**config.mk**
```make
export PLATFORM = sky130hd
export DESIGN_NAME = dma_chan_engine
export DESIGN_NICKNAME = d
export VERILOG_FILES = /design/src/rtl/dma_chan_engine.sv
export SDC_FILE = /design/constraint.sdc
export NUM_CORES = 1
export LEC_CHECK = 0
export ABC_AREA = 1
export ABC_CLOCK_PERIOD_IN_PS = 1410
export BUFFER_PORTS_ARGS = -buffer_cell sky130_fd_sc_hd__clkbuf_2
export CAP_MARGIN = 20
export CORE_MARGIN = 2
export CORE_UTILIZATION = 40
export CTS_CLUSTER_DIAMETER = 100
export DETAILED_ROUTE_END_ITERATION = 16
export SLEW_MARGIN = 20
export SYNTH_ARGS = -nofsm -noshare
export SYNTH_HDL_FRONTEND = slang
export SYNTH_SLANG_ARGS = --single-unit
```
**constraint.sdc**
```tcl
create_clock -name clk -period 1.41 [get_ports clk]
set_input_delay 0.141 -clock clk [delete_from_list [all_inputs] [get_ports clk]]
set_output_delay 0.141 -clock clk [all_outputs]
set_load 0.01 [all_outputs]
```
**src/rtl/dma_chan_engine.sv**
```systemverilog
module dma_chan_engine #(
  parameter int AW = 16,
  parameter int CW = 16,
  localparam int DW = (AW > CW) ? AW : CW
) (
  input  logic          clk,
  input  logic          rst_n,
  input  logic          cfg_we,
  input  logic [1:0]    cfg_sel,
  input  logic [DW-1:0] cfg_wdata,
  input  logic          dev_req,
  output logic          dev_ack,
  output logic          hold_req,
  input  logic          hold_ack,
  output logic [AW-1:0] mem_addr,
  output logic          mem_rd,
  output logic          mem_wr,
  output logic          io_rd,
  output logic          io_wr,
  output logic          tc
);
  localparam logic [1:0] POL_DEMAND = 2'b00;
  localparam logic [1:0] POL_SINGLE = 2'b01;
  localparam logic [1:0] POL_BLOCK  = 2'b10;
  localparam logic [1:0] POL_RELAY  = 2'b11;

  typedef enum logic [1:0] {S_IDLE, S_HOLD, S_XFER} state_t;

  state_t        state_q, state_d;
  logic [1:0]    mode_q;
  logic          dir_q, en_q, armed_q;
  logic [AW-1:0] addr_q;
  logic [CW-1:0] cnt_q;

  wire relay  = en_q && (mode_q == POL_RELAY);
  wire xfer   = (state_q == S_XFER) && !relay;
  wire last   = xfer && (cnt_q == '0);
  wire demand = (mode_q == POL_DEMAND);

  always_comb begin
    state_d = state_q;
    unique case (state_q)
      S_IDLE: if (en_q && !relay && dev_req && armed_q && !hold_ack) state_d = S_HOLD;
      S_HOLD: begin
        if (!en_q || relay || (demand && !dev_req)) state_d = S_IDLE;
        else if (hold_ack)                          state_d = S_XFER;
      end
      S_XFER: begin
        if (relay || last || mode_q == POL_SINGLE) state_d = S_IDLE;
        else if (demand && !dev_req)               state_d = S_IDLE;
        else if (!hold_ack)                        state_d = S_HOLD;
      end
      default: state_d = S_IDLE;
    endcase
  end

  always_ff @(posedge clk or negedge rst_n) begin
    if (!rst_n) begin
      state_q <= S_IDLE;
      mode_q  <= POL_DEMAND;
      dir_q   <= 1'b0;
      en_q    <= 1'b0;
      armed_q <= 1'b1;
      addr_q  <= '0;
      cnt_q   <= '0;
    end else begin
      state_q <= state_d;
      if (xfer) begin
        addr_q <= addr_q + 1'b1;
        cnt_q  <= cnt_q - 1'b1;
        if (last) en_q <= 1'b0;
      end
      if (xfer && mode_q == POL_SINGLE) armed_q <= 1'b0;
      else if (!dev_req)                armed_q <= 1'b1;
      if (cfg_we) begin
        unique case (cfg_sel)
          2'd0: begin
            mode_q  <= cfg_wdata[1:0];
            dir_q   <= cfg_wdata[2];
            en_q    <= cfg_wdata[3];
            armed_q <= 1'b1;
          end
          2'd1: addr_q <= cfg_wdata[AW-1:0];
          2'd2: cnt_q  <= cfg_wdata[CW-1:0];
          default: ;
        endcase
      end
    end
  end

  assign hold_req = (state_q != S_IDLE && !relay) || (relay && dev_req);
  assign dev_ack  = xfer || (relay && dev_req && hold_ack);
  assign mem_addr = xfer ? addr_q : '0;
  assign mem_wr   = xfer && dir_q;
  assign io_rd    = xfer && dir_q;
  assign mem_rd   = xfer && !dir_q;
  assign io_wr    = xfer && !dir_q;
  assign tc       = last;
endmodule

```
==> run metrics, run 1 <==
status=complete, but fails checks; failing checks=negative setup slack; CP max-delay cell=dfrtp_1; CP Cell Sequence=nor2_4, nand2_4, buf_8, buf_6, nor2_2, buf_2; Starting Density=41.0%; Power Density=1130 nW/um^2; Comb pwr share=37.2%; Startpoint Class=register; most area-consuming cells after synthesis=dfrtp_1 37%, nand2_1 15%, nor2_1 9.6%; FF-to-FF path depth=8; I/O Buffers=45; Congestion Overflow GR=0; most area-hungry cell type in the Yosys netlist=dfrtp_1; Hold Crit Start=cfg_wdata[14]; CP Buf/Inv Count=3; num rows=29; reg2reg end=cnt_q[12]; Clock power frac=26.3%; Post-synth EDFFs=0; worst-margin pin slew=0.313 ns; Crit path max-delay family=buffers and inverters; Post-Syn Area per Cell=6.76 sq um; clk_skew=0.0113 ns; Clk Latency, worst-skew pair=0.29 ns; WP data required=1.27 ns; Ys Warns=0; VDD IR max=0.674 mV; Cell variety after synth=31; FILL cells=590; Finish-stage setup viols=41; max_slew headroom=79.1%; Setup CP Type=reg2out; Vias/cell=4.91; Synth Instances=383; detailed-route wire length per cell=13.5 um; Mapped Area=2590 sq um; diode count=0; commonest non-fill, non-tap cell in the layout=nand2_1; post-synthesis sequential area ratio=37.7%; Post-DP HPWL=5340 um; Crit. End Element=primary output; antenna violations before repair=0; CTS sink cnt=39; Critical Path Max Stage Delay=0.41 ns; vias in the first global route=2642; Final Max Tran Viols=0; CTS tree=yes; most frequent cells in the layout=87 x nand2_1, 45 x inv_1, 40 x nor2_1, 38 x dfrtp_1, 36 x buf_4; Net Count, Synth=410; sequential cell area=977 sq um; Reg clk slew, reported paths=0.09 ns; Switching Share=35.7%; drc violations=0; final worst slack=-0.203 ns; final hold vios=0; Root Driver=clkbuf_8; Antenna Nets Post-Route=0; total track usage=21.2%; Layout Nets=503; drt total wl=7490 um; area share of the largest cell type after synthesis=36.7%; Die X=84.5 um; total vias in the final route=2722; Die Y=84.5 um; Post-synth ARST share=100%; DRT iter0 DRCs=148; GP Congestion=0.855; die area=7130 sq um; Pre-Repair DR Iteration Count=5; Reg-to-Reg Start=state_q[0]; CTS HTree Levels=2; first-pass GRT wire length=12100 um; top_reg_cell synth=dfrtp_1; number of buffers created by CTS=5; largest fanout on the critical path=7; Min-Delay Endpoint=cnt_q[14]; Pint=2770 uW; worst hold path depth=3; DP Worst Slack=-0.0674 ns; R2R Setup Slk=-0.14 ns; core area=6310 sq um; Sw Pwr=1540 uW; ratio of final minimum period to clock period=114%; crit path time final=1.61 ns; Ports=46; Longest Clk Path Bufs=2; Synth-to-Final Area Change=47.2%; worst path arrival time=1.47 ns; fin util=60.4%; Hold Path Class=in2reg; sequential share of power=36.5%; RSZ-0062 raised after global routing=yes; share of cells above drive strength 1=38.6%; Multi-input gate area=1650 sq um; Seq cells post-synth=39; pin count of the biggest net entering global routing=40; leak pwr=0.00191 uW; maximum clock rate=620 MHz; max_cap viols=0
==> how the worst max path moves through the flow <==
stage | endpoint | from | cells past startpoint | slack (ns)
2_1_floorplan | mem_rd | state_q[0] | 6 | -0.02
3_3_place_gp | addr_q[8] | addr_q[0] | 7 | -0.04
3_5_place_dp | cnt_q[14] | cnt_q[0] | 9 | -0.07
4_1_cts | mem_addr[1] | state_q[1] | 6 | -0.21
5_1_grt | mem_addr[10] | state_q[0] | 6 | -0.28
6_report | mem_addr[14] | state_q[0] | 6 | -0.20
==> cells in the mapped netlist (4+ instances only) <==
cell type / count
ha_1: 4
xor2_1: 11
nand3_1: 22
a21oi_1: 11
nor3_1: 4
inv_1: 50
nor2_1: 66
buf_4: 4
nand2_1: 104
nand4_1: 8
o21ai_0: 29
dfrtp_1: 38
==> final cells by class <==
class                      instances  share of cell area (%)
inverter                          53                    5.41
clock inverter                     2                    1.57
sequential                        39                    25.6
timing repair buffer              96                    19.8
tap                               77                    2.53
multi-input combinational        281                    43.1
clock buffer                       6                    1.90
==> sequential cells by signal, indices dropped and copies added (netlist names) <==
name / cells
cnt_q: 16
mode_q: 2
state_q: 2
armed_q: 1
dir_q: 1
en_q: 1
addr_q: 16
==> metrics by stage <==
stage	std cells	hold WS [ns]	power (uW)	instance area (sq um)	TNS, ns
finish	554	0.0714	4310	3810	-4.48
global placement	531	0.134	2800	3140	-0.115
floorplan	383	-0.155	2310	2590	-0.0368
global route	554	0.0836	4600	3810	-8.68
detailed placement	531	0.138	2820	3140	-0.311
CTS	547	0.0615	4060	3500	-4.11
==> power by group through the flow <==
stage / sequential [uW] / clock, uW / combinational, uW
5_1_grt: 1610 / 1200 / 1800
3_5_place_dp: 1560 / 0 / 1260
2_1_floorplan: 1550 / 0 / 760
4_1_cts: 1550 / 1160 / 1360
3_3_place_gp: 1560 / 0 / 1230
6_report: 1570 / 1130 / 1600
==> layer usage <==
| metal | vias up | part of all wire (%) | global-route usage [%] |
|---|---|---|---|
| met2 | 66 | 49 | 35.6 |
| met5 | - | 0 | 0 |
| li1 | 1391 | - | - |
| met3 | 2 | 4.8 | 3.24 |
| met1 | 1263 | 46 | 29.3 |
| met4 | 0 | 0.32 | 4.04 |
==> kinds of logic (layout without fill, tap and decap cells) <==
group                      count (synthesis)  count (layout)  synth area share (%)
and+or+nand+nor                          217             217                  36.2
buffers and inverters                     63             157                  10.2
AOI/OAI and AO/OA                         47              47                  9.47
DFF                                       39              39                  37.7
xor gates and xnor gates                  13              13                  4.40
adders and majority gates                  4               4                  1.93
==> what timing repair did <==
| item | in CTS | in global routing |
|---|---|---|
| setup endpoints to repair | 34 | 56 |
| hold buffers | 1 | 0 |
| endpoints found under the hold margin | 38 | 0 |
| resized for setup | 46 | 99 |
| cloned | 1 | 0 |
| buffers inserted | 6 | 7 |
| pin swaps | 10 | 24 |
==> worst register-to-register path, delay by kind of cell (launching register included) <==
| family | cells | cell delay, ns |
|---|---|---|
| buffers and inverters | 2 | 0.31 |
| AND/OR/NAND/NOR | 4 | 0.46 |
| XOR/XNOR | 1 | 0.16 |
| AO/OA/AOI/OAI | 1 | 0.09 |
| flip-flops | 1 | 0.41 |
No activity file was read; power rests on OpenSTA's default activity.
==> run 2: changes to the inputs <==
--- a/config.mk
+++ b/config.mk
@@ -10,9 +10,10 @@
 export BUFFER_PORTS_ARGS = -buffer_cell sky130_fd_sc_hd__clkbuf_2
 export CAP_MARGIN = 20
 export CORE_MARGIN = 2
-export CORE_UTILIZATION = 40
+export CORE_UTILIZATION = 51
 export CTS_CLUSTER_DIAMETER = 100
 export DETAILED_ROUTE_END_ITERATION = 16
+export PLACE_DENSITY = 0.77
 export SLEW_MARGIN = 20
 export SYNTH_ARGS = -nofsm -noshare
 export SYNTH_HDL_FRONTEND = slang
==> run metrics, run 2 (synthesized netlist as in run 1, its figures left out) <==
total track usage=27.3%; CTS tree=yes; crit path time final=1.61 ns; Min-Delay Endpoint=addr_q[9]; FILL cells=347; Reg-to-Reg Start=state_q[0]; Starting Density=53.8%; DRT iter0 DRCs=174; CP Buf/Inv Count=3; CP Cell Sequence=nor2_4, nand2_4, buf_8, buf_6, nor2_4, buf_6, nand2_1, o21ai_1, a21oi_1, nor2_1; WP data required=1.64 ns; max_slew headroom=65.8%; Largest regs=addr_q (16), cnt_q (16); Root Driver=clkbuf_8; DP Worst Slack=-0.0967 ns; Crit path max-delay family=simple AND/OR/NAND/NOR gates; Critical Path Max Stage Delay=0.41 ns; status=complete, but fails checks; Longest Clk Path Bufs=2; Post-DP HPWL=5120 um; reg2reg end=cnt_q[6]; worst hold path depth=3; hold slack=0.0680 ns; Startpoint Class=register; FF-to-FF path depth=10; Hold Path Class=in2reg; first-pass GRT wire length=11700 um; Multi-input gate area=1600 sq um; diode count=0; die area=5660 sq um; Pre-Repair DR Iteration Count=5; number of buffers created by CTS=5; crit path from=state_q[0]; R2R Setup Slk=-0.20 ns; vias in the first global route=2593; num rows=25; largest fanout on the critical path=4; Crit. End Element=register; Hold Crit Start=cfg_wdata[9]; Clk Latency, worst-skew pair=0.30 ns; total vias in the final route=2903; commonest non-fill, non-tap cell in the layout=nand2_1; Die X=75.3 um; share of cells above drive strength 1=37.0%; Finish-stage setup viols=47; clk_skew=0.0109 ns; Synth-to-Final Area Change=45.1%; RSZ-0062 raised after global routing=yes; Die Y=75.3 um; pin count of the biggest net entering global routing=40; drc violations=0; leak pwr=0.00186 uW; I/O Buffers=45; Power Density=1100 nW/um^2; worst-margin pin slew=0.513 ns; CTS sink cnt=39; antenna violations before repair=0; final worst slack=-0.201 ns; Ports=46; Layout Nets=504; CP max-delay cell=dfrtp_1; failing checks=negative setup slack; sequential cell area=978 sq um; Congestion Overflow GR=0; most frequent cells in the layout=93 x nand2_1, 45 x nor2_1, 44 x inv_1, 37 x dfrtp_1, 33 x buf_4; VDD IR max=0.841 mV; core area=4820 sq um; GP Congestion=0.910; drt total wl=8240 um; worst path arrival time=1.84 ns; Setup CP Type=reg2reg; ratio of final minimum period to clock period=114%; Reg clk slew, reported paths=0.09 ns; max_cap viols=0; CTS HTree Levels=2; detailed-route wire length per cell=15.1 um; Antenna Nets Post-Route=0; final hold vios=0; Vias/cell=5.33; Final Max Tran Viols=0; maximum clock rate=621 MHz
==> run 2: power by group <==
| group | switching (uW) | internal (uW) | total, uW |
|---|---|---|---|
| combinational | 903 | 686 | 1590 |
| sequential | 240 | 1350 | 1590 |
| clock | 439 | 527 | 966 |
==> run 2: timing repair <==
action / 4_1_cts / 5_1_grt
setup endpoints to repair: 35 / 56
gates cloned: 1 / 0
gates resized for setup: 57 / 93
endpoints found under the hold margin: 38 / 0
setup buffers: 17 / 5
pin swaps: 21 / 24
hold buffers: 1 / 0
==> run 2: stage by stage <==
step / power (uW) / setup TNS, ns / instance area, sq um / instances / utilization [%]
after global placement: 2750 / 0 / 3070 / 514 / 63.6
after CTS: 3890 / -4.11 / 3500 / 541 / 72.7
after floorplan: 2310 / -0.0368 / 2590 / 383 / -
final: 4140 / -4.40 / 3760 / 545 / 78.0
after global routing: 4380 / -7.94 / 3760 / 545 / 78.0
after detailed placement: 2780 / -0.203 / 3070 / 514 / 63.6
==> run 2: tightest hold or removal path: cells and delay by family <==
kind,cells,cell delay (ns)
AND/OR/NAND/NOR,2,0.12
buffers and inverters,1,0.09
==> run 2: worst max-delay path by stage <==
stage / end / slack [ns] / depth (start not counted)
after detailed placement: addr_q[8] / -0.1 / 7
after CTS: cnt_q[15] / -0.15 / 10
after global routing: cnt_q[6] / -0.31 / 10
after global placement: addr_q[8] / 0.006 / 7
final: cnt_q[6] / -0.20 / 10
after floorplan: mem_rd / -0.02 / 6
==> run 2: layer usage <==
layer  track usage [%]  vias up  wire length, um
met2              46.0      125             4020
li1                  -     1390                -
met1              35.3     1360             3430
met4              8.58        0              251
met5                 0        -                0
met3              5.76       28              542
==> run 2: area by class of cell <==
type	count	area share, %
Inverter	53	5.56
Sequential cell	39	26.0
Multi-Input combinational cell	281	42.6
Timing Repair Buffer	97	20.6
Clock buffer	5	1.83
Clock inverter	3	1.17
Tap cell	67	2.23
